==> config.mk <==
export PLATFORM = sky130hd
export DESIGN_NAME = i2c_cmd_engine
export DESIGN_NICKNAME = d
export VERILOG_FILES = /design/src/rtl/i2c_cmd_pkg.sv /design/src/rtl/i2c_cmd_tick.sv /design/src/rtl/i2c_cmd_seq.sv /design/src/rtl/i2c_cmd_regs.sv /design/src/rtl/i2c_cmd_engine.sv
export SDC_FILE = /design/constraint.sdc
export NUM_CORES = 1
export LEC_CHECK = 0
export BUFFER_PORTS_ARGS = -buffer_cell sky130_fd_sc_hd__buf_2
export CAP_MARGIN = 20
export CORE_MARGIN = 8
export CORE_UTILIZATION = 60
export CTS_CLUSTER_DIAMETER = 120
export DETAILED_ROUTE_END_ITERATION = 7
export PLACE_DENSITY = 0.82
export SYNTH_ARGS = -nofsm -noshare
export SYNTH_HDL_FRONTEND = slang
export SYNTH_SLANG_ARGS = --single-unit
==> constraint.sdc <==
create_clock -name clk -period 4.5 [get_ports clk]
set_input_delay 0.9 -clock clk [delete_from_list [all_inputs] [get_ports clk]]
set_output_delay 0.9 -clock clk [all_outputs]
set_load 0.01 [all_outputs]
==> src/rtl/i2c_cmd_pkg.sv <==
package i2c_cmd_pkg;

    localparam int unsigned DW = 8;

    localparam logic [1:0] ADR_CTRL = 2'd0;
    localparam logic [1:0] ADR_DATA = 2'd1;
    localparam logic [1:0] ADR_STAT = 2'd2;
    localparam logic [1:0] ADR_IEN  = 2'd3;

    localparam int unsigned CT_EN   = 0;
    localparam int unsigned CT_ACK  = 3;
    localparam int unsigned ST_BUSY = 7;
    localparam int unsigned ST_DONE = 3;
    localparam int unsigned ST_ERR  = 2;
    localparam int unsigned IE_DONE = 3;

    localparam logic [1:0] CMD_NONE = 2'd0;
    localparam logic [1:0] CMD_COND = 2'd1;
    localparam logic [1:0] CMD_STOP = 2'd2;

    localparam logic [3:0] ACK_BIT_IDX = 4'd8;

    typedef enum logic [2:0] {
        OP_IDLE, OP_START, OP_RSTART, OP_STOP, OP_BYTE
    } op_e;

    typedef struct packed {
        op_e          op;
        logic [1:0]   step;
        logic [3:0]   bitn;
        logic [DW-1:0] sh;
        logic         scl_low;
        logic         sda_low;
        logic         done;
        logic         nak;
        logic         nak_upd;
    } seq_t;

    typedef struct packed {
        logic       en;
        logic [1:0] cmd;
        logic       nak;
        logic       done;
        logic       err;
        logic       ien;
    } regs_t;

    // Final quarter-phase index of each action.
    function automatic logic [1:0] last_step(op_e op);
        case (op)
            OP_RSTART, OP_BYTE: last_step = 2'd3;
            default:            last_step = 2'd2;
        endcase
    endfunction

    // Line levels {scl_low, sda_low} for an action at a given quarter phase.
    function automatic logic [1:0] bus_lv(op_e op, logic [1:0] step,
                                          logic bitv, logic ackb);
        case (op)
            OP_START: case (step)
                2'd0:    bus_lv = 2'b00;
                2'd1:    bus_lv = 2'b01;
                default: bus_lv = 2'b11;
            endcase
            OP_RSTART: case (step)
                2'd0:    bus_lv = 2'b10;
                2'd1:    bus_lv = 2'b00;
                2'd2:    bus_lv = 2'b01;
                default: bus_lv = 2'b11;
            endcase
            OP_STOP: case (step)
                2'd0:    bus_lv = 2'b11;
                2'd1:    bus_lv = 2'b01;
                default: bus_lv = 2'b00;
            endcase
            OP_BYTE: bus_lv = {(step == 2'd0) || (step == 2'd3),
                               ackb ? 1'b0 : ~bitv};
            default: bus_lv = 2'b00;
        endcase
    endfunction

endpackage

==> src/rtl/i2c_cmd_tick.sv <==
module i2c_cmd_tick #(
    parameter int unsigned QUARTER_CYC = 8
) (
    input  logic clk,
    input  logic rst_n,
    input  logic run,
    output logic tick
);
    localparam int unsigned CW = (QUARTER_CYC > 2) ? $clog2(QUARTER_CYC) : 1;
    localparam logic [CW-1:0] LAST = CW'(QUARTER_CYC - 1);

    logic [CW-1:0] cnt_d, cnt_q;

    always_comb begin
        tick  = run && (cnt_q == LAST);
        cnt_d = cnt_q;
        if (!run || tick) cnt_d = '0;
        else              cnt_d = cnt_q + CW'(1);
    end

    always_ff @(posedge clk or negedge rst_n) begin
        if (!rst_n) cnt_q <= '0;
        else        cnt_q <= cnt_d;
    end
endmodule

==> src/rtl/i2c_cmd_seq.sv <==
module i2c_cmd_seq
    import i2c_cmd_pkg::*;
(
    input  logic          clk,
    input  logic          rst_n,
    input  logic          go,
    input  op_e           go_op,
    input  logic [DW-1:0] go_data,
    input  logic          tick,
    input  logic          sda_in,
    output logic          busy,
    output logic          done,
    output logic          nak,
    output logic          nak_upd,
    output logic          scl_oe,
    output logic          sda_oe
);
    seq_t q, d;
    logic last;

    always_comb begin
        d         = q;
        d.done    = 1'b0;
        d.nak_upd = 1'b0;
        last      = (q.step == last_step(q.op)) &&
                    ((q.op != OP_BYTE) || (q.bitn == ACK_BIT_IDX));
        if (q.op == OP_IDLE) begin
            if (go) begin
                d.op   = go_op;
                d.step = 2'd0;
                d.bitn = 4'd0;
                d.sh   = go_data;
                {d.scl_low, d.sda_low} = bus_lv(go_op, 2'd0, go_data[DW-1], 1'b0);
            end
        end else if (tick) begin
            if ((q.op == OP_BYTE) && (q.bitn == ACK_BIT_IDX) && (q.step == 2'd1))
                d.nak = sda_in;
            if (last) begin
                d.op      = OP_IDLE;
                d.done    = 1'b1;
                d.nak_upd = (q.op == OP_BYTE);
            end else begin
                d.step = q.step + 2'd1;
                if ((q.op == OP_BYTE) && (q.step == 2'd3)) begin
                    d.bitn = q.bitn + 4'd1;
                    d.sh   = {q.sh[DW-2:0], 1'b0};
                end
                {d.scl_low, d.sda_low} = bus_lv(q.op, d.step, d.sh[DW-1],
                                                d.bitn == ACK_BIT_IDX);
            end
        end
    end

    always_ff @(posedge clk or negedge rst_n) begin
        if (!rst_n) q <= '{op: OP_IDLE, default: '0};
        else        q <= d;
    end

    assign busy    = (q.op != OP_IDLE);
    assign done    = q.done;
    assign nak     = q.nak;
    assign nak_upd = q.nak_upd;
    assign scl_oe  = q.scl_low;
    assign sda_oe  = q.sda_low;
endmodule

==> src/rtl/i2c_cmd_regs.sv <==
module i2c_cmd_regs
    import i2c_cmd_pkg::*;
(
    input  logic          clk,
    input  logic          rst_n,
    input  logic          reg_we,
    input  logic [1:0]    reg_addr,
    input  logic [DW-1:0] reg_wdata,
    output logic [DW-1:0] reg_rdata,
    input  logic          busy,
    input  logic          seq_done,
    input  logic          seq_nak,
    input  logic          seq_nak_upd,
    output logic          go,
    output op_e           go_op,
    output logic [DW-1:0] go_data,
    output logic          irq,
    output logic          err_flag,
    output logic          ien_flag
);
    regs_t q, d;
    logic ctrl_wr, data_wr, stat_wr, ien_wr;

    always_comb begin
        ctrl_wr = reg_we && (reg_addr == ADR_CTRL);
        data_wr = reg_we && (reg_addr == ADR_DATA);
        stat_wr = reg_we && (reg_addr == ADR_STAT);
        ien_wr  = reg_we && (reg_addr == ADR_IEN);
        d       = q;
        go      = 1'b0;
        go_op   = OP_IDLE;
        go_data = reg_wdata;

        if (stat_wr) begin
            if (reg_wdata[ST_DONE]) d.done = 1'b0;
            if (reg_wdata[ST_ERR])  d.err  = 1'b0;
        end
        if (ien_wr) d.ien = reg_wdata[IE_DONE];

        if ((ctrl_wr || data_wr) && busy) begin
            d.err = 1'b1;
        end else if (ctrl_wr) begin
            d.en  = reg_wdata[CT_EN];
            d.cmd = reg_wdata[2:1];
            if (reg_wdata[CT_EN]) begin
                if (reg_wdata[2:1] == CMD_COND) begin
                    go    = 1'b1;
                    go_op = reg_wdata[CT_ACK] ? OP_RSTART : OP_START;
                end else if (reg_wdata[2:1] == CMD_STOP) begin
                    go    = 1'b1;
                    go_op = OP_STOP;
                end
            end
        end else if (data_wr && q.en) begin
            go    = 1'b1;
            go_op = OP_BYTE;
        end

        if (seq_nak_upd) d.nak  = seq_nak;
        if (seq_done)    d.done = 1'b1;
    end

    always_ff @(posedge clk or negedge rst_n) begin
        if (!rst_n) q <= '0;
        else        q <= d;
    end

    always_comb begin
        case (reg_addr)
            ADR_CTRL: reg_rdata = {4'b0, q.nak, q.cmd, q.en};
            ADR_STAT: reg_rdata = {busy, 3'b0, q.done, q.err, 2'b0};
            ADR_IEN:  reg_rdata = {4'b0, q.ien, 3'b0};
            default:  reg_rdata = '0;
        endcase
    end

    assign irq      = q.done && q.ien;
    assign err_flag = q.err;
    assign ien_flag = q.ien;
endmodule

==> src/rtl/i2c_cmd_engine.sv <==
module i2c_cmd_engine
    import i2c_cmd_pkg::*;
#(
    parameter int unsigned QUARTER_CYC = 8
) (
    input  logic       clk,
    input  logic       rst_n,
    input  logic       reg_we,
    input  logic [1:0] reg_addr,
    input  logic [7:0] reg_wdata,
    output logic [7:0] reg_rdata,
    input  logic       sda_in,
    output logic       scl_oe,
    output logic       sda_oe,
    output logic       irq
);
    logic          busy_w, done_w, nak_w, nak_upd_w, tick_w, go_w, err_w, ien_w;
    op_e           go_op_w;
    logic [DW-1:0] go_data_w;

    i2c_cmd_regs u_regs (
        .clk(clk), .rst_n(rst_n), .reg_we(reg_we), .reg_addr(reg_addr),
        .reg_wdata(reg_wdata), .reg_rdata(reg_rdata), .busy(busy_w),
        .seq_done(done_w), .seq_nak(nak_w), .seq_nak_upd(nak_upd_w),
        .go(go_w), .go_op(go_op_w), .go_data(go_data_w), .irq(irq),
        .err_flag(err_w), .ien_flag(ien_w)
    );

    i2c_cmd_tick #(.QUARTER_CYC(QUARTER_CYC)) u_tick (
        .clk(clk), .rst_n(rst_n), .run(busy_w), .tick(tick_w)
    );

    i2c_cmd_seq u_seq (
        .clk(clk), .rst_n(rst_n), .go(go_w), .go_op(go_op_w), .go_data(go_data_w),
        .tick(tick_w), .sda_in(sda_in), .busy(busy_w), .done(done_w),
        .nak(nak_w), .nak_upd(nak_upd_w), .scl_oe(scl_oe), .sda_oe(sda_oe)
    );
endmodule

==> metrics.txt <==
status=complete, no violations; DRC Markers=0; Final Total Pwr=0.000978 W; post-synthesis register bit count=32; P_sw=0.000340 W; DRT Pass-1 Iters=4; Crit Path Class=reg2out; Syn Std Cell Area=1910 um2; Synth area leaders=dfrtp_1 (42%), ha_1 (5.2%), mux2_2 (3.5%); Skew-Pair Late Insertion Delay=0.34 ns; # Post-CTS Setup Buffers=0; Lkg Pwr=1.00 nW; Vias=1512; top flop regs=u_seq.q (17), u_regs.q (5), u_tick.cnt_q (3); Hold WC Path Type=reg2reg; sequential-to-total area share from yosys stat=0.419; Detail Route Antenna Nets=0; pwr dens=464 nW/um2; Global Route Usage Sum=0.181; met2 WL=2100 um; startpoint types=flip-flop; Arr. time, crit path=2.06 ns; row count=20; port buffer count=21; global-route wire length before repair=7470 um; uppermost routed layer=met4; most frequent cell after synthesis=dfrtp_1; Syn. warnings=0; cell count after synthesis=198; CP max stage delay=0.90 ns; WL met3=212 um; Peak Freq=0.337 GHz; CTS Buf Count=5; Layout area overhead=10.1%; nets=237; die width=72.5 um; CTS max path bufs=2; CTS clk-pin slew, worst paths=0.11 ns; Sw Share=0.348; Mean Syn Cell Area=9.66 um2; Yosys top cell area share=0.419; crit share post-route=0.658; Antenna Diode Count=0; combinational share of power=0.298; synth cell count leaders=dfrtp_1 (32), nand2_1 (15), inv_1 (11); Reg with most FFs=u_seq.q; setup TNS=0 ns; largest net degree at the start of global routing=33; clock tree from TritonCTS=done; Largest register FFs=17; vertical die dimension=72.5 um; Hold Fails Final Rpt=0; Peak VDD IR=0.000303 V; post-CTS sizing=0; ys async rst share=1.00; critical path required time=3.60 ns; final setup skew=0.0108 ns; Max-Cap Viols=0; Post-synth EDFFs=0; cts hold-fix bufs=0; Synth Flop Type=dfrtp_1; CP cell instances=nor3_1, nor3b_1, buf_2; routed len/inst=16.4 um; endpoints failing setup=0; via density per instance=5.82; routed metal-1 wire length=1910 um; Slew Limit Fails=0; sequential share of power=0.449; CP max stage cell=nor3_1; Cell variety after synth=50; H-tree levels=2; endpoint type of the worst setup path=output pin; clock share of power=0.253; Initial Utilization=0.627; non-filler instance count after layout=260; DRT iter0 DRCs=102; vias in the first global route=1561; die area=5250 um2; fillers=244; Final Critical Period=2.96 ns; HPWL Detailed=3080 um; Placer Congestion=0.826; Synth area leader=dfrtp_1; internal power=0.000638 W; # IOs=25; initial antenna violation count=0; CP Max Fanout=14; core footprint=3050 um2; worst-margin pin slew=1.03 ns; DP Cell Count=252; total grt overflow=0; clk sink count=32; routed wire length=4270 um; share of post-route cells with drive strength above 1=0.185; Slew HR=0.307; clock root buffer=clkbuf_4; RSZ-0062 raised after global routing=no
## layout make-up
class                      count  area [um2]  share of cell area
clock buffer                   7        65.1              0.0309
clock inverter                 1        30.0              0.0143
inverter                      11        41.3              0.0196
timing repair buffer          21         105              0.0499
multi-input combinational    144        1010               0.479
sequential                    32         801               0.380
tap                           44        55.1              0.0261
## layer usage
layer,up-vias,track usage
met2,32,0.291
met3,6,0.0606
met4,0,0.0578
met1,742,0.222
met5,-,0
li1,732,-
## through the flow
stage | hold WS [ns] | area [um2] | worst slack [ns] | util
after floorplan | 0.404 | 1920 | 1.81 | -
after global placement | 0.428 | 2010 | 1.60 | 0.659
after detailed placement | 0.423 | 2010 | 1.55 | 0.659
after CTS | 0.456 | 2110 | 1.52 | 0.690
after global routing | 0.476 | 2110 | 1.37 | 0.690
final | 0.464 | 2110 | 1.54 | 0.690
## critical path, delay by kind of cell (launching register included)
| kind | cells | cell delay (ns) |
|---|---|---|
| simple gates | 2 | 0.99 |
| flops | 1 | 0.54 |
| buf+inv | 1 | 0.19 |
## power by group through the flow
stage	Clock [W]	Combinational, W	Sequential (W)
after floorplan	0	0.000243	0.000412
after global placement	0	0.000276	0.000433
after detailed placement	0	0.000292	0.000444
after CTS	0.000251	0.000292	0.000437
after global routing	0.000262	0.000332	0.000448
final	0.000247	0.000291	0.000440
## final timing paths
check / start / endpoint / slack, ns / depth (start not counted)
min in group asynchronous: rst_n / u_seq.q[16] / 0.59 / 1
worst min register to register: u_seq.done / u_regs.q[2] / 0.46 / 1
worst max register to register: u_seq.q[17] / u_seq.q[13] / 2.07 / 5
worst max-delay path: u_seq.q[20] / reg_rdata[7] / 1.54 / 3
worst min-delay path: u_seq.done / u_regs.q[2] / 0.46 / 1
max in group asynchronous: rst_n / u_seq.q[10] / 3.45 / 1
## placed cells by master, fill, tap and decap left out, drive strengths merged, types with 2 or more instances in the layout
master | netlist | routed
dfrtp | 32 | 32
buf | 6 | 21
nand2 | 15 | 15
o21ai | 12 | 12
inv | 11 | 11
a21oi | 11 | 11
mux2 | 11 | 11
nor2 | 9 | 9
ha | 8 | 8
a22oi | 7 | 7
clkbuf | 7 | 7
nor3 | 5 | 5
nand3 | 5 | 5
and2 | 5 | 5
and3 | 4 | 4
nor3b | 4 | 4
nand2b | 4 | 4
o211ai | 4 | 4
a31oi | 3 | 3
mux2i | 3 | 3
conb | 1 | 3
a211oi | 3 | 3
nor2b | 2 | 2
or3 | 2 | 2
a22o | 2 | 2
or3b | 2 | 2
a21o | 2 | 2
nand4 | 2 | 2
xor2 | 2 | 2
xnor2 | 2 | 2
## kinds of logic after synthesis
| kind of cell | share of synthesized area |
|---|---|
| DFF | 0.419 |
| other | 0.00196 |
| and+or+nand+nor | 0.192 |
| xor gates and xnor gates | 0.0183 |
| muxes | 0.0804 |
| AOI/OAI and AO/OA | 0.178 |
| buffers and inverters | 0.0582 |
| adders and majority gates | 0.0523 |
(Power assumes the default switching activity.)
